$ cat src/rtl/rtc_regblk_pkg.sv
package rtc_regblk_pkg;

  typedef logic [31:0] word_t;

  // word indices (byte offset = index * 4)
  localparam int IX_SEC_NOW   = 0;
  localparam int IX_SEC_LOAD  = 1;
  localparam int IX_SUBSEC    = 2;
  localparam int IX_ALARM     = 3;
  localparam int IX_IRQ_STAT  = 4;
  localparam int IX_IRQ_MASK  = 5;
  localparam int IX_IRQ_EN    = 6;
  localparam int IX_IRQ_DIS   = 7;
  localparam int IX_AERR_STAT = 8;
  localparam int IX_AERR_MASK = 9;
  localparam int IX_AERR_EN   = 10;
  localparam int IX_AERR_DIS  = 11;
  localparam int IX_CTRL      = 12;
  localparam int NUM_REGS     = 13;

  localparam int RTC_SRCS  = 2;
  localparam int AERR_SRCS = 1;

  localparam word_t CTRL_RST   = 32'h0100_0000;
  localparam word_t CTRL_WMASK = 32'h8F00_0001;

endpackage

$ cat src/rtl/rtc_tick_gen.sv
module rtc_tick_gen #(
  parameter int PRESCALE = 32768,
  parameter int SUB_W    = 16
) (
  input  logic             clk,
  input  logic             rst_n,
  output logic [SUB_W-1:0] phase_o,
  output logic             sec_stb_o
);
  localparam logic [SUB_W-1:0] LAST = SUB_W'(PRESCALE - 1);

  logic [SUB_W-1:0] cnt_q, cnt_nxt;

  assign sec_stb_o = (cnt_q == LAST);
  assign phase_o   = cnt_q;

  always_comb begin
    cnt_nxt = cnt_q + 1'b1;
    if (sec_stb_o) cnt_nxt = '0;
  end

  always_ff @(posedge clk or negedge rst_n) begin
    if (!rst_n) cnt_q <= '0;
    else        cnt_q <= cnt_nxt;
  end
endmodule

$ cat src/rtl/rtc_sec_count.sv
module rtc_sec_count #(
  parameter int SEC_W = 32
) (
  input  logic             clk,
  input  logic             rst_n,
  input  logic             sec_stb_i,
  input  logic             load_wr_i,
  input  logic [SEC_W-1:0] load_val_i,
  input  logic [SEC_W-1:0] alarm_i,
  output logic [SEC_W-1:0] sec_o,
  output logic             pend_o,
  output logic             alarm_hit_o
);
  logic [SEC_W-1:0] sec_q, sec_nxt, ld_q, ld_nxt;
  logic             pend_q, pend_nxt;

  always_comb begin
    sec_nxt  = sec_q;
    ld_nxt   = ld_q;
    pend_nxt = pend_q;
    if (sec_stb_i) begin
      sec_nxt  = pend_q ? ld_q : sec_q + 1'b1;
      pend_nxt = 1'b0;
    end
    // a load written on a boundary edge waits for the following boundary
    if (load_wr_i) begin
      ld_nxt   = load_val_i;
      pend_nxt = 1'b1;
    end
  end

  assign alarm_hit_o = sec_stb_i && (sec_nxt == alarm_i);
  assign sec_o       = sec_q;
  assign pend_o      = pend_q;

  always_ff @(posedge clk or negedge rst_n) begin
    if (!rst_n) begin
      sec_q  <= '0;
      ld_q   <= '0;
      pend_q <= 1'b0;
    end else begin
      sec_q  <= sec_nxt;
      ld_q   <= ld_nxt;
      pend_q <= pend_nxt;
    end
  end
endmodule

$ cat src/rtl/rtc_irq_grp.sv
module rtc_irq_grp #(
  parameter int         N        = 2,
  parameter logic [N-1:0] MASK_RST = '1
) (
  input  logic         clk,
  input  logic         rst_n,
  input  logic [N-1:0] set_i,
  input  logic [N-1:0] wdata_i,
  input  logic         stat_wr_i,
  input  logic         en_wr_i,
  input  logic         dis_wr_i,
  output logic [N-1:0] stat_o,
  output logic [N-1:0] mask_o,
  output logic         irq_o
);
  logic [N-1:0] stat_q, stat_nxt, mask_q, mask_nxt;

  for (genvar b = 0; b < N; b++) begin : g_bit
    always_comb begin
      stat_nxt[b] = stat_q[b];
      if (stat_wr_i && wdata_i[b]) stat_nxt[b] = 1'b0;
      if (set_i[b])                stat_nxt[b] = 1'b1;
      mask_nxt[b] = mask_q[b];
      if (en_wr_i && wdata_i[b])   mask_nxt[b] = 1'b0;
      if (dis_wr_i && wdata_i[b])  mask_nxt[b] = 1'b1;
    end
  end

  always_ff @(posedge clk or negedge rst_n) begin
    if (!rst_n) begin
      stat_q <= '0;
      mask_q <= MASK_RST;
    end else begin
      stat_q <= stat_nxt;
      mask_q <= mask_nxt;
    end
  end

  assign stat_o = stat_q;
  assign mask_o = mask_q;
  assign irq_o  = |(stat_q & ~mask_q);
endmodule

$ cat src/rtl/rtc_regblk.sv
module rtc_regblk
  import rtc_regblk_pkg::*;
#(
  parameter int PRESCALE = 32768,
  parameter int ADDR_W   = 6
) (
  input  logic              clk,
  input  logic              rst_n,
  input  logic [ADDR_W-1:0] bus_addr,
  input  logic              bus_wr,
  input  logic              bus_rd,
  input  logic [31:0]       bus_wdata,
  output logic [31:0]       bus_rdata,
  output logic              irq_rtc,
  output logic              irq_aerr
);
  localparam int IDX_W = ADDR_W - 2;
  localparam int SUB_W = 16;

  // reset: asynchronous assert, synchronous release
  logic rst_s0, rst_sync_n;
  always_ff @(posedge clk or negedge rst_n) begin
    if (!rst_n) {rst_sync_n, rst_s0} <= 2'b00;
    else        {rst_sync_n, rst_s0} <= {rst_s0, 1'b1};
  end

  // decode
  logic [IDX_W-1:0]    widx;
  logic                hit;
  logic [NUM_REGS-1:0] sel;
  logic                aerr_evt;

  assign widx     = bus_addr[ADDR_W-1:2];
  assign hit      = (bus_addr[1:0] == 2'b00) && (widx < IDX_W'(NUM_REGS));
  assign aerr_evt = (bus_rd || bus_wr) && !hit;

  for (genvar g = 0; g < NUM_REGS; g++) begin : g_sel
    assign sel[g] = hit && (widx == IDX_W'(g));
  end

  // time base
  logic [SUB_W-1:0] phase;
  logic             sec_stb;
  logic [31:0]      sec_count;
  logic             load_pend;
  logic             alarm_hit;
  word_t            alarm_q, alarm_nxt, ctrl_q, ctrl_nxt;

  rtc_tick_gen #(.PRESCALE(PRESCALE), .SUB_W(SUB_W)) u_tick (
    .clk       (clk),
    .rst_n     (rst_sync_n),
    .phase_o   (phase),
    .sec_stb_o (sec_stb)
  );

  rtc_sec_count #(.SEC_W(32)) u_sec (
    .clk         (clk),
    .rst_n       (rst_sync_n),
    .sec_stb_i   (sec_stb),
    .load_wr_i   (bus_wr && sel[IX_SEC_LOAD]),
    .load_val_i  (bus_wdata),
    .alarm_i     (alarm_q),
    .sec_o       (sec_count),
    .pend_o      (load_pend),
    .alarm_hit_o (alarm_hit)
  );

  // interrupt groups
  logic [RTC_SRCS-1:0]  irq_stat, irq_mask;
  logic [AERR_SRCS-1:0] aerr_stat, aerr_mask;

  rtc_irq_grp #(.N(RTC_SRCS), .MASK_RST('1)) u_irq_rtc (
    .clk       (clk),
    .rst_n     (rst_sync_n),
    .set_i     ({alarm_hit, sec_stb}),
    .wdata_i   (bus_wdata[RTC_SRCS-1:0]),
    .stat_wr_i (bus_wr && sel[IX_IRQ_STAT]),
    .en_wr_i   (bus_wr && sel[IX_IRQ_EN]),
    .dis_wr_i  (bus_wr && sel[IX_IRQ_DIS]),
    .stat_o    (irq_stat),
    .mask_o    (irq_mask),
    .irq_o     (irq_rtc)
  );

  rtc_irq_grp #(.N(AERR_SRCS), .MASK_RST('1)) u_irq_aerr (
    .clk       (clk),
    .rst_n     (rst_sync_n),
    .set_i     (aerr_evt),
    .wdata_i   (bus_wdata[AERR_SRCS-1:0]),
    .stat_wr_i (bus_wr && sel[IX_AERR_STAT]),
    .en_wr_i   (bus_wr && sel[IX_AERR_EN]),
    .dis_wr_i  (bus_wr && sel[IX_AERR_DIS]),
    .stat_o    (aerr_stat),
    .mask_o    (aerr_mask),
    .irq_o     (irq_aerr)
  );

  // plain storage registers
  always_comb begin
    alarm_nxt = alarm_q;
    ctrl_nxt  = ctrl_q;
    if (bus_wr && sel[IX_ALARM]) alarm_nxt = bus_wdata;
    if (bus_wr && sel[IX_CTRL])  ctrl_nxt  = bus_wdata & CTRL_WMASK;
  end

  always_ff @(posedge clk or negedge rst_sync_n) begin
    if (!rst_sync_n) begin
      alarm_q <= '0;
      ctrl_q  <= CTRL_RST;
    end else begin
      alarm_q <= alarm_nxt;
      ctrl_q  <= ctrl_nxt;
    end
  end

  // read path
  word_t rd_nxt, rdata_q;
  always_comb begin
    rd_nxt = '0;
    if (sel[IX_SEC_NOW] || sel[IX_SEC_LOAD]) rd_nxt = sec_count;
    if (sel[IX_SUBSEC])    rd_nxt = 32'(phase);
    if (sel[IX_ALARM])     rd_nxt = alarm_q;
    if (sel[IX_IRQ_STAT])  rd_nxt = 32'(irq_stat);
    if (sel[IX_IRQ_MASK])  rd_nxt = 32'(irq_mask);
    if (sel[IX_AERR_STAT]) rd_nxt = 32'(aerr_stat);
    if (sel[IX_AERR_MASK]) rd_nxt = 32'(aerr_mask);
    if (sel[IX_CTRL])      rd_nxt = ctrl_q;
  end

  always_ff @(posedge clk or negedge rst_sync_n) begin
    if (!rst_sync_n)  rdata_q <= '0;
    else if (bus_rd)  rdata_q <= rd_nxt;
  end

  assign bus_rdata = rdata_q;
endmodule

$ cat config.mk
export PLATFORM = sky130hd
export DESIGN_NAME = rtc_regblk
export DESIGN_NICKNAME = d
export VERILOG_FILES = /design/src/rtl/rtc_regblk_pkg.sv /design/src/rtl/rtc_tick_gen.sv /design/src/rtl/rtc_sec_count.sv /design/src/rtl/rtc_irq_grp.sv /design/src/rtl/rtc_regblk.sv
export SDC_FILE = /design/constraint.sdc
export NUM_CORES = 1
export LEC_CHECK = 0
export ABC_AREA = 1
export BUFFER_PORTS_ARGS = -buffer_cell sky130_fd_sc_hd__buf_2
export CORE_MARGIN = 3
export CORE_UTILIZATION = 28
export DETAILED_ROUTE_END_ITERATION = 8
export PLACE_DENSITY_LB_ADDON = 0.2
export SETUP_SLACK_MARGIN = 0.2
export SYNTH_ARGS = -nofsm -noshare
export SYNTH_HDL_FRONTEND = slang
export SYNTH_SLANG_ARGS = --single-unit
export TNS_END_PERCENT = 10
$ cat constraint.sdc
create_clock -name clk -period 4.57 [get_ports clk]
set_clock_uncertainty 0.05 [all_clocks]
set_input_delay 1.1425 -clock clk [delete_from_list [all_inputs] [get_ports clk]]
set_output_delay 1.1425 -clock clk [all_outputs]
set_load 0.02 [all_outputs]
==> results.cfg, run 1 <==
[sta]
fin_crit_sh_pct = 65.31
slew_headroom_pct = 31.56
rsz0062_at_grt = no
finalSetupTns_ns = 0
finalMaxSlewViolations = 0
timing_worst_slew_pin_value_ns = 1.027
final.setup.worst_slack_ns = 1.585
fmax_mhz = 335.0
finalSetupViolCount = 0
finalHoldViolations = 0
post-route-min-period_ns = 2.985

[detailed_routing]
dr.pass1.iters = 5
drtIter0Drc = 548
wl_per_cell_um = 15.91
drcViolationCount = 0
drt-total-wl_mm = 26.91
dr_total_vias = 7905
postRouteAntennaNets = 0
avgViaCountPerCell = 4.675

[setup_path]
worstSetupStartpointType = flip-flop
worstReg2RegStart = u_sec.sec_o[0]$_DFF_PN0_
worst-r2r-setup-slack_ns = 1.59
crit_fanout = 8
path_class = reg2reg
worstPathArrival_ns = 3.31
worstRegToRegCells = 17
worstPathRequired_ns = 4.89
rr_endpoint = u_irq_rtc.stat_o[1]$_DFFE_PN0P_
crit_start = u_sec.sec_o[0]$_DFF_PN0_
endpoint_kind = flip-flop

[clock_tree]
cts_hold_buf = 0
cts_tree = done
cts_max_level = 4
cts_buffers = 17
insertion_delay_ns = 0.44
cts_root_buffer = clkbuf_16
post_cts_buffers = 0
clk_pin_slew_ns = 0.07
cts_resized = 0
clk_path_buf_depth = 2
cts.sinks = 159

[global_route]
grt_remaining_overflow = 0
grt_usage_pct = 16.44
grt_pass1_wl_mm = 43.48
first_global_vias = 7734
antenna_found_initial = 0
grt_max_degree = 87

[finish]
num_antenna_cells = 0
fin_nets = 1326
area_growth_pct = 15.43
fillCellCount = 3355
drive_above_1_share_pct = 12.12
finalNonFillerCells = 1691

[place]
gp_congestion = 0.8994
portBuffers = 75
dp_slack_ns = 1.333
dp_hpwl_mm = 19.19
placed_cells = 1659

[job]
cap_violations = 0

[logic_synthesis]
yosysSeqAreaShare_pct = 45.54
syn-instance-count = 1222
synth_nets = 1266
synth-seq-cells = 159
avgSynthCellArea_um2 = 7.158
synth-edff-count = 0
ys.flop_type = dfrtp_1
synth-async-reset-ratio_pct = 100.0
synthDistinctLibCells = 46
syn_area_um2 = 8747
yosysWarnings = 0

[hold_path]
holdCritStartpoint = rst_s0$_DFF_PN0_
hold_path_class = reg2reg
hold_end = rst_sync_n$_DFF_PN0_
whs_path_depth = 0

[floorplan]
num_rows = 64
io_pins = 76
fp.dieH_um = 182.7
start_util_pct = 28.52
die_x_um = 182.7
design.die.area_um2 = 33400
core_area_um2 = 30670

[power]
total_leakage_power_nw = 4.964
p_total_mw = 3.343
vdd_drop_max_mv = 0.2477
powerDensity_nw_per_um2 = 331.0

[outcome]
status = complete, no violations
[cells in the mapped netlist, types with 4 or more instances]
| cell type | number | area (µm²) |
|---|---|---|
| buf_6 | 5 | 56.30 |
| a21oi_2 | 4 | 35.03 |
| nor3_1 | 12 | 60.06 |
| nand3b_1 | 7 | 52.55 |
| o22ai_1 | 6 | 37.54 |
| nor2_2 | 8 | 50.05 |
| o21ai_0 | 150 | 750.7 |
| nand2_2 | 4 | 25.02 |
| o221ai_1 | 6 | 52.55 |
| nand3_1 | 83 | 415.4 |
| inv_2 | 5 | 18.77 |
| dfrtp_1 | 155 | 3879 |
| buf_1 | 4 | 15.01 |
| clkbuf_1 | 26 | 97.59 |
| a21oi_1 | 27 | 135.1 |
| nor2_4 | 6 | 67.56 |
| dfstp_2 | 4 | 105.1 |
| buf_2 | 4 | 20.02 |
| inv_1 | 145 | 544.3 |
| nor2_1 | 93 | 349.1 |
| xor2_1 | 6 | 52.55 |
| nand2_1 | 415 | 1558 |
| a22oi_1 | 10 | 75.07 |
| clkinv_1 | 4 | 15.01 |
[report_power, final]
group	internal [mW]	leakage, nW	switching (mW)
clock	0.845	0.284	0.656
combinational	0.0987	2.56	0.159
sequential	1.50	2.12	0.0864
total	2.44	4.96	0.902
[cell families (layout without fill, tap and decap cells)]
family          count (synthesis)  in the layout  synth area share [%]
buf+inv                       195            268                 8.940
other cells                     1              1               0.04287
compound gates                213            213                 13.22
flops                         159            159                 45.54
xor+xnor                        9              9                0.9012
mux                             1              1                0.1144
simple gates                  642            642                 30.95
fa+ha+maj                       2              2                0.2860
[flip-flops by register name (all words and copies together) (netlist names)]
register           count
alarm_q               32
bus_rdata             32
ctrl_q                 6
rst_s0                 1
rst_sync_n             1
u_irq_aerr.mask_o      1
u_irq_aerr.stat_o      1
u_irq_rtc.mask_o       2
u_irq_rtc.stat_o       2
u_sec.ld_q            32
u_sec.pend_o           1
u_sec.sec_o           32
u_tick.phase_o        16
[cell type report]
class / instances / area (µm²) / area share (%)
Clock buffer: 19 / 452.9 / 4.486
Clock inverter: 13 / 153.9 / 1.524
Inverter: 154 / 578.1 / 5.725
Multi-Input combinational cell: 868 / 3989 / 39.50
Sequential cell: 159 / 3988 / 39.49
Tap cell: 396 / 495.5 / 4.907
Timing Repair Buffer: 82 / 440.4 / 4.362
[cells in the final DEF, fill, tap and decap left out, drive strengths merged, types with 10 or more instances in the layout]
master and instances:
o21ai 153, nor2 108, inv 154, dfrtp 155, nor3 12, nand3 85
buf 82, nand2 420, clkbuf 19, a21oi 31, a22oi 10
[critical path, stage by stage (launching register included)]
cell,delay (ns)
dfrtp_1,0.51
ha_1,0.36
nand2_1,0.08
nor2_1,0.29
nand2_1,0.21
nor2_4,0.24
nand3_1,0.10
nand2_1,0.07
nand2_1,0.06
nand2_1,0.09
inv_2,0.04
nand2_1,0.12
nand3_1,0.10
nor2_1,0.12
nand3_1,0.15
nor2_1,0.14
nand2_1,0.11
nand2_1,0.07
[layer usage]
metal | routed length [µm] | vias up | track usage, %
li1 | - | 4000 | -
met1 | 13670 | 3702 | 24.22
met2 | 11680 | 179 | 25.27
met3 | 1152 | 24 | 2.678
met4 | 398 | 0 | 4.052
met5 | 0 | - | 0
[worst max-delay path by stage]
| stage | to | slack [ns] | depth (start not counted) |
|---|---|---|---|
| 2_1_floorplan | alarm_q[0]$_DFFE_PN0P_ | 1.89 | 0 |
| 3_3_place_gp | bus_rdata[10]$_DFFE_PN0P_ | 1.39 | 8 |
| 3_5_place_dp | bus_rdata[11]$_DFFE_PN0P_ | 1.33 | 10 |
| 4_1_cts | u_irq_rtc.stat_o[1]$_DFFE_PN0P_ | 1.59 | 17 |
| 5_1_grt | u_irq_rtc.stat_o[1]$_DFFE_PN0P_ | 1.34 | 17 |
| 6_report | u_irq_rtc.stat_o[1]$_DFFE_PN0P_ | 1.59 | 17 |
[through the flow]
stage               area (µm²)  utilization, %  hold slack, ns
floorplan                 8748               -          0.2811
global placement          9490           30.94          0.2856
detailed placement        9490           30.94          0.2905
CTS                      10100           32.92          0.3068
global route             10100           32.92          0.3206
finish                   10100           32.92          0.3035
No activity file was read; power rests on OpenSTA's default activity.
==> run 2: changes to the inputs <==
ABC_AREA = 0   (was 1)
clock period = 2.6 ns   (was 4.57 ns; I/O delays follow)
==> run 2 against run 1 <==
Effect of this change: the run now ends with negative setup slack left; synthesized area increased by 4.9%; fmax increased by 3.4%; combinational power increased to 4.7 times the previous value; clock power increased by 77%; first-iteration DRC count increased by 15%; sequential power increased by 79%; non-clock buffer count increased by 238; hold slack got worse by 0.069 ns; routed wire length increased by 37%; synthesized cell count decreased by 22%; core utilization increased by 7.0 points; critical path type unchanged; largest cell class unchanged; highest routed layer is now met5.
==> results.cfg, run 2 <==
[setup_path]
worstPathRequired_ns = 2.92
worstSetupStartpointType = flip-flop
worstPathArrival_ns = 3.20
crit_fanout = 5
endpoint_kind = flip-flop
path_class = reg2reg

[hold_path]
hold_path_class = reg2async

[sta]
fin_crit_sh_pct = 111.1
final.setup.worst_slack_ns = -0.2875
finalSetupTns_ns = -0.2889
finalMaxSlewViolations = 0
rsz0062_at_grt = yes
post-route-min-period_ns = 2.888
timing_worst_slew_pin_value_ns = 0.6131
fmax_mhz = 346.3
slew_headroom_pct = 58.81
finalHoldViolations = 0
finalSetupViolCount = 2

[detailed_routing]
wl_per_cell_um = 22.00
dr_total_vias = 8794
drcViolationCount = 0
drt-total-wl_mm = 36.87
drtIter0Drc = 632
avgViaCountPerCell = 5.247
dr.pass1.iters = 5
postRouteAntennaNets = 0

[power]
p_total_mw = 6.668
total_leakage_power_nw = 5.819
vdd_drop_max_mv = 0.4357
powerDensity_nw_per_um2 = 522.7

[logic_synthesis]
yosysSeqAreaShare_pct = 43.43
synth-seq-cells = 159
syn-instance-count = 958
ys.flop_type = dfrtp_1
synth_nets = 1002
synth-edff-count = 0
syn_area_um2 = 9174
avgSynthCellArea_um2 = 9.576
synth_mux_area_share_pct = 11.31
synth_top_family_by_area = simple AND/OR/NAND/NOR gates
post-synth-top-count-cell = dfrtp_1
synth_xor_area_share_pct = 4.010
synthDistinctLibCells = 81
synth-async-reset-ratio_pct = 100.0
yosys.area_share.simple_pct = 18.47
synth_compound_area_share_pct = 17.44
synth_top_area_share_pct = 42.28
yosys.area.top_type = dfrtp_1
yosys-top-cells-area = dfrtp_1 42%, mux2_2 10%, nand2_1 2.8%, nor2_1 2.8%, o22ai_1 2.4%
synthTopCellsByCount = 155 x dfrtp_1, 85 x mux2_2, 68 x nand2_1, 68 x nor2_1, 50 x clkbuf_1
yosysWarnings = 0
synth_adder_area_share_pct = 0.2728

[place]
place_area_um2 = 11690
gp_congestion = 0.9725
dp_hpwl_mm = 28.86
portBuffers = 75
placed_cells = 1626

[floorplan]
fp.dieH_um = 187.0
design.die.area_um2 = 34970
core_area_um2 = 31960
die_x_um = 187.0
num_rows = 65
start_util_pct = 28.70
io_pins = 76

[global_route]
grt_usage_pct = 21.31
first_global_vias = 8981
grt_pass1_wl_mm = 56.77
grt_max_degree = 45
grt_remaining_overflow = 0
antenna_found_initial = 1

[clock_tree]
insertion_delay_ns = 0.45
cts.sinks = 159
clk_path_buf_depth = 2
clk_pin_slew_ns = 0.07
cts_tree = done
cts_root_buffer = clkbuf_16
cts_buffers = 17
cts_max_level = 4

[finish]
multiInputGateArea_um2 = 5074
drive_above_1_share_pct = 40.97
layout_common_cells = 226 x buf_4, 151 x dfrtp_1, 85 x mux2_2, 75 x buf_2
postLayoutCellArea_um2 = 12760
area_growth_pct = 39.08
finalNonFillerCells = 1676
layout_commonest_cell = buf_4
seq_area_um2 = 3991
fin_nets = 1272
final_core_util_pct = 39.92
fillCellCount = 3218

[outcome]
violations = negative setup slack
status = finished with violations

[job]
cap_violations = 0
## run 2: cell types whose count changed after synthesis, sizes merged, moves of 15 or more
cell,delta
a22oi,+19
clkbuf,+24
inv,-105
mux2,+85
nand2,-351
nand3,-54
nand4,+19
nor2,-40
nor2b,+15
nor4,+16
o21ai,-118
o22ai,+29
xnor2,+15
xor2,+18
## run 2: per-stage QoR
| stage | setup WS (ns) | hold slack, ns |
|---|---|---|
| 3_3_place_gp | -0.5200 | 0.2577 |
| 6_report | -0.2875 | 0.2342 |
| 5_1_grt | -0.3600 | 0.2879 |
| 3_5_place_dp | -0.5339 | 0.2566 |
| 2_1_floorplan | -0.06445 | 0.2812 |
| 4_1_cts | -0.3188 | 0.2575 |
## run 2: layout make-up
type                       count  area share (%)
multi-input combinational    684           39.77
antenna                        1         0.01961
tap                          435           4.266
inverter                      46           1.353
clock inverter                12           1.245
clock buffer                  19           3.472
timing repair buffer         320           18.59
sequential                   159           31.28
## run 2: cells by family after synthesis
kind of cell	count (synthesis)
flip-flops	159
adder cells (fa/ha/maj)	2
buffers and inverters	115
other	1
AND/OR/NAND/NOR	314
AO/OA/AOI/OAI	232
multiplexers	93
XOR/XNOR	42
## run 2: per-layer routing
metal | vias up | GRT usage, % | share of wire (%)
li1 | 4081 | - | -
met2 | 301 | 32.12 | 43
met4 | 2 | 7.270 | 2.6
met3 | 46 | 4.479 | 6.1
met5 | - | 0 | 0.035
met1 | 4364 | 30.37 | 48
## run 2: final timing paths
path,start,end,slack (ns),cells after the start
max in group asynchronous,rst_sync_n$_DFF_PN0_,u_irq_rtc.mask_o[1]$_DFFE_PN1P_,1.63,1
max reg2reg,u_sec.sec_o[3]$_DFF_PN0_,u_irq_rtc.stat_o[1]$_DFFE_PN0P_,-0.29,8
min reg2reg,rst_sync_n$_DFF_PN0_,u_sec.ld_q[5]$_DFFE_PN0P_,0.23,0
max,u_sec.sec_o[3]$_DFF_PN0_,u_irq_rtc.stat_o[1]$_DFFE_PN0P_,-0.29,8
min in group clk,rst_s0$_DFF_PN0_,rst_sync_n$_DFF_PN0_,0.30,0
min,rst_sync_n$_DFF_PN0_,u_sec.ld_q[5]$_DFFE_PN0P_,0.23,0
## run 2: timing repair
item | 4_1_cts | 5_1_grt
hold buffers | 1 | 0
resized for setup | 26 | 49
hold endpoints to repair | 2 | 0
setup buffers | 7 | 10
pin swaps | 15 | 22
endpoints found under the setup margin | 4 | 9
## run 2: worst max-delay path: stages, from the launching register on
cell     delay [ns]
dfrtp_1        0.44
nand2_2        0.07
or4_4          0.61
buf_12         0.17
or3_4          0.37
a41o_1         0.18
a21o_1         0.17
or4_4          0.52
o31ai_4        0.21
## run 2: report_power, final
group          total (mW)  switching [mW]  internal (mW)
logic                1.20           0.659          0.538
clock network        2.65            1.11           1.54
registers            2.83           0.184           2.64
total                6.67            1.95           4.72
==> run 3: changes to the inputs <==
CELL_PAD_IN_SITES_DETAIL_PLACEMENT = 0   (was not set)
CELL_PAD_IN_SITES_GLOBAL_PLACEMENT = 2   (was not set)
CORE_UTILIZATION = 30   (was 28)
==> run 3 against run 2 <==
Effect of this change: the flow still finishes with violations (negative setup slack); design area is 1.1% lower; clock power up 5%; sequential share of layout area up 0.32 points; routed wire length increased by 2.2%; combinational power hardly changed; sequential power about the same; sequential cell count stayed put; critical path depth rose by 2; via count grew 0.11%; critical path type unchanged; largest cell class unchanged.
==> results.cfg, run 3 (synthesis results as in run 2) <==
[outcome]
status = finished with violations
violations = negative setup slack

[hold_path]
hold_path_class = reg2async

[detailed_routing]
dr.pass1.iters = 5
dr_total_vias = 8804
avgViaCountPerCell = 5.415
postRouteAntennaNets = 0
drt-total-wl_mm = 37.67
drtIter0Drc = 671
wl_per_cell_um = 23.17
drcViolationCount = 0

[setup_path]
worstPathArrival_ns = 3.31
worst-r2r-setup-slack_ns = -0.39
worstSetupStartpointType = flip-flop
endpoint_kind = flip-flop
crit_fanout = 5
path_class = reg2reg
worstPathRequired_ns = 2.92

[finish]
fillCellCount = 3034
drive_above_1_share_pct = 39.40
layout_common_cells = 222 x buf_4, 153 x dfrtp_1, 85 x mux2_2, 75 x buf_2, 67 x nand2_1
num_antenna_cells = 0
final_core_util_pct = 42.25
area_growth_pct = 37.58
layout_commonest_cell = buf_4
finalNonFillerCells = 1626
fin_nets = 1267

[job]
cap_violations = 0

[global_route]
grt_usage_pct = 23.19
first_global_vias = 8982
grt_max_degree = 54
grt_pass1_wl_mm = 57.56
antenna_found_initial = 0
grt_remaining_overflow = 0

[place]
portBuffers = 75
gp_congestion = 0.9530
placed_cells = 1579
dp_hpwl_mm = 28.65

[clock_tree]
cts_root_buffer = clkbuf_16
cts.sinks = 159
cts_tree = done
clk_pin_slew_ns = 0.07
cts_buffers = 17
insertion_delay_ns = 0.45
clk_path_buf_depth = 2
cts_max_level = 4

[power]
total_leakage_power_nw = 5.813
powerDensity_nw_per_um2 = 537.9
vdd_drop_max_mv = 0.4645

[floorplan]
core_area_um2 = 29870
die_x_um = 180.9
num_rows = 63
fp.dieH_um = 180.9
design.die.area_um2 = 32710
start_util_pct = 30.71
io_pins = 76

[sta]
fmax_mhz = 334.5
timing_worst_slew_pin_value_ns = 0.6532
holdWs_ns = 0.2924
fin_crit_sh_pct = 115.0
rsz0062_at_grt = yes
final.setup.worst_slack_ns = -0.3895
slew_headroom_pct = 56.46
post-route-min-period_ns = 2.989
finalHoldViolations = 0
finalMaxSlewViolations = 0
finalSetupViolCount = 1
## run 3: cell types whose count changed in the layout (fill, tap and decap cells not counted), moves of 3 or more
cell     before  now
nor3_1       17   20
o31ai_2       1    4
nor4_2        6    3
buf_4       226  222
nor3_2        6    3
## run 3: cell type report
class                   instances  area, µm²  area share, %
well taps                     390      488.0          3.866
inverters                      46      172.7          1.368
multi-input cells             684       5002          39.64
clock buffers                  20      456.7          3.619
repair buffers                315       2340          18.54
flip-flops and latches        159       3989          31.60
clock inverters                12      172.7          1.368
## run 3: path summary, 6_finish.rpt
| check | depth (start not counted) | from | endpoint |
|---|---|---|---|
| setup / recovery | 10 | u_sec.sec_o[0]$_DFF_PN0_ | u_irq_rtc.stat_o[1]$_DFFE_PN0P_ |
| hold / removal | 0 | rst_sync_n$_DFF_PN0_ | u_sec.ld_q[18]$_DFFE_PN0P_ |
| setup reg to reg | 10 | u_sec.sec_o[0]$_DFF_PN0_ | u_irq_rtc.stat_o[1]$_DFFE_PN0P_ |
| hold reg to reg | 0 | rst_sync_n$_DFF_PN0_ | u_sec.ld_q[18]$_DFFE_PN0P_ |
| max in group asynchronous | 1 | rst_sync_n$_DFF_PN0_ | u_sec.pend_o$_DFFE_PN0P_ |
| min in group clk | 0 | rst_s0$_DFF_PN0_ | rst_sync_n$_DFF_PN0_ |
## run 3: stage by stage
step | setup slack [ns] | TNS (ns) | instance area, µm² | power, mW
global route | -0.4676 | -0.4729 | 12620 | 7.085
CTS | -0.3232 | -0.3767 | 12500 | 6.826
floorplan | -0.06445 | -0.2628 | 9235 | 3.440
global placement | -0.5714 | -0.6555 | 11610 | 4.010
finish | -0.3895 | -0.3895 | 12620 | 6.789
detailed placement | -0.5828 | -0.6625 | 11610 | 4.008
## run 3: power by group
group	switching, mW	internal, mW	total (mW)
clock network	1.19	1.59	2.78
registers	0.197	2.64	2.84
logic	0.646	0.521	1.17
total	2.04	4.75	6.79
## run 3: layer usage
metal	wire length, µm	GRT usage [%]
met1	18300	33.84
met2	16390	34.88
met3	2067	4.550
met4	908	6.724
met5	0	0
## run 3: critical path, stage by stage, from the launching register on
cell	delay, ns
dfrtp_1	0.36
buf_4	0.16
nand3_2	0.09
or4_4	0.60
buf_4	0.20
nor4_4	0.31
nor3b_2	0.11
xnor2_1	0.20
nand4bb_1	0.19
or4_4	0.45
o31ai_2	0.19
## run 3: repair_timing
action                                 4_1_cts  5_1_grt
setup endpoints to repair                    4        8
endpoints found under the hold margin        2        0
hold buffers                                 1        0
gates cloned                                 0        0
setup buffers                               14        0
gates resized for setup                     27       25
pin swaps                                   17       10
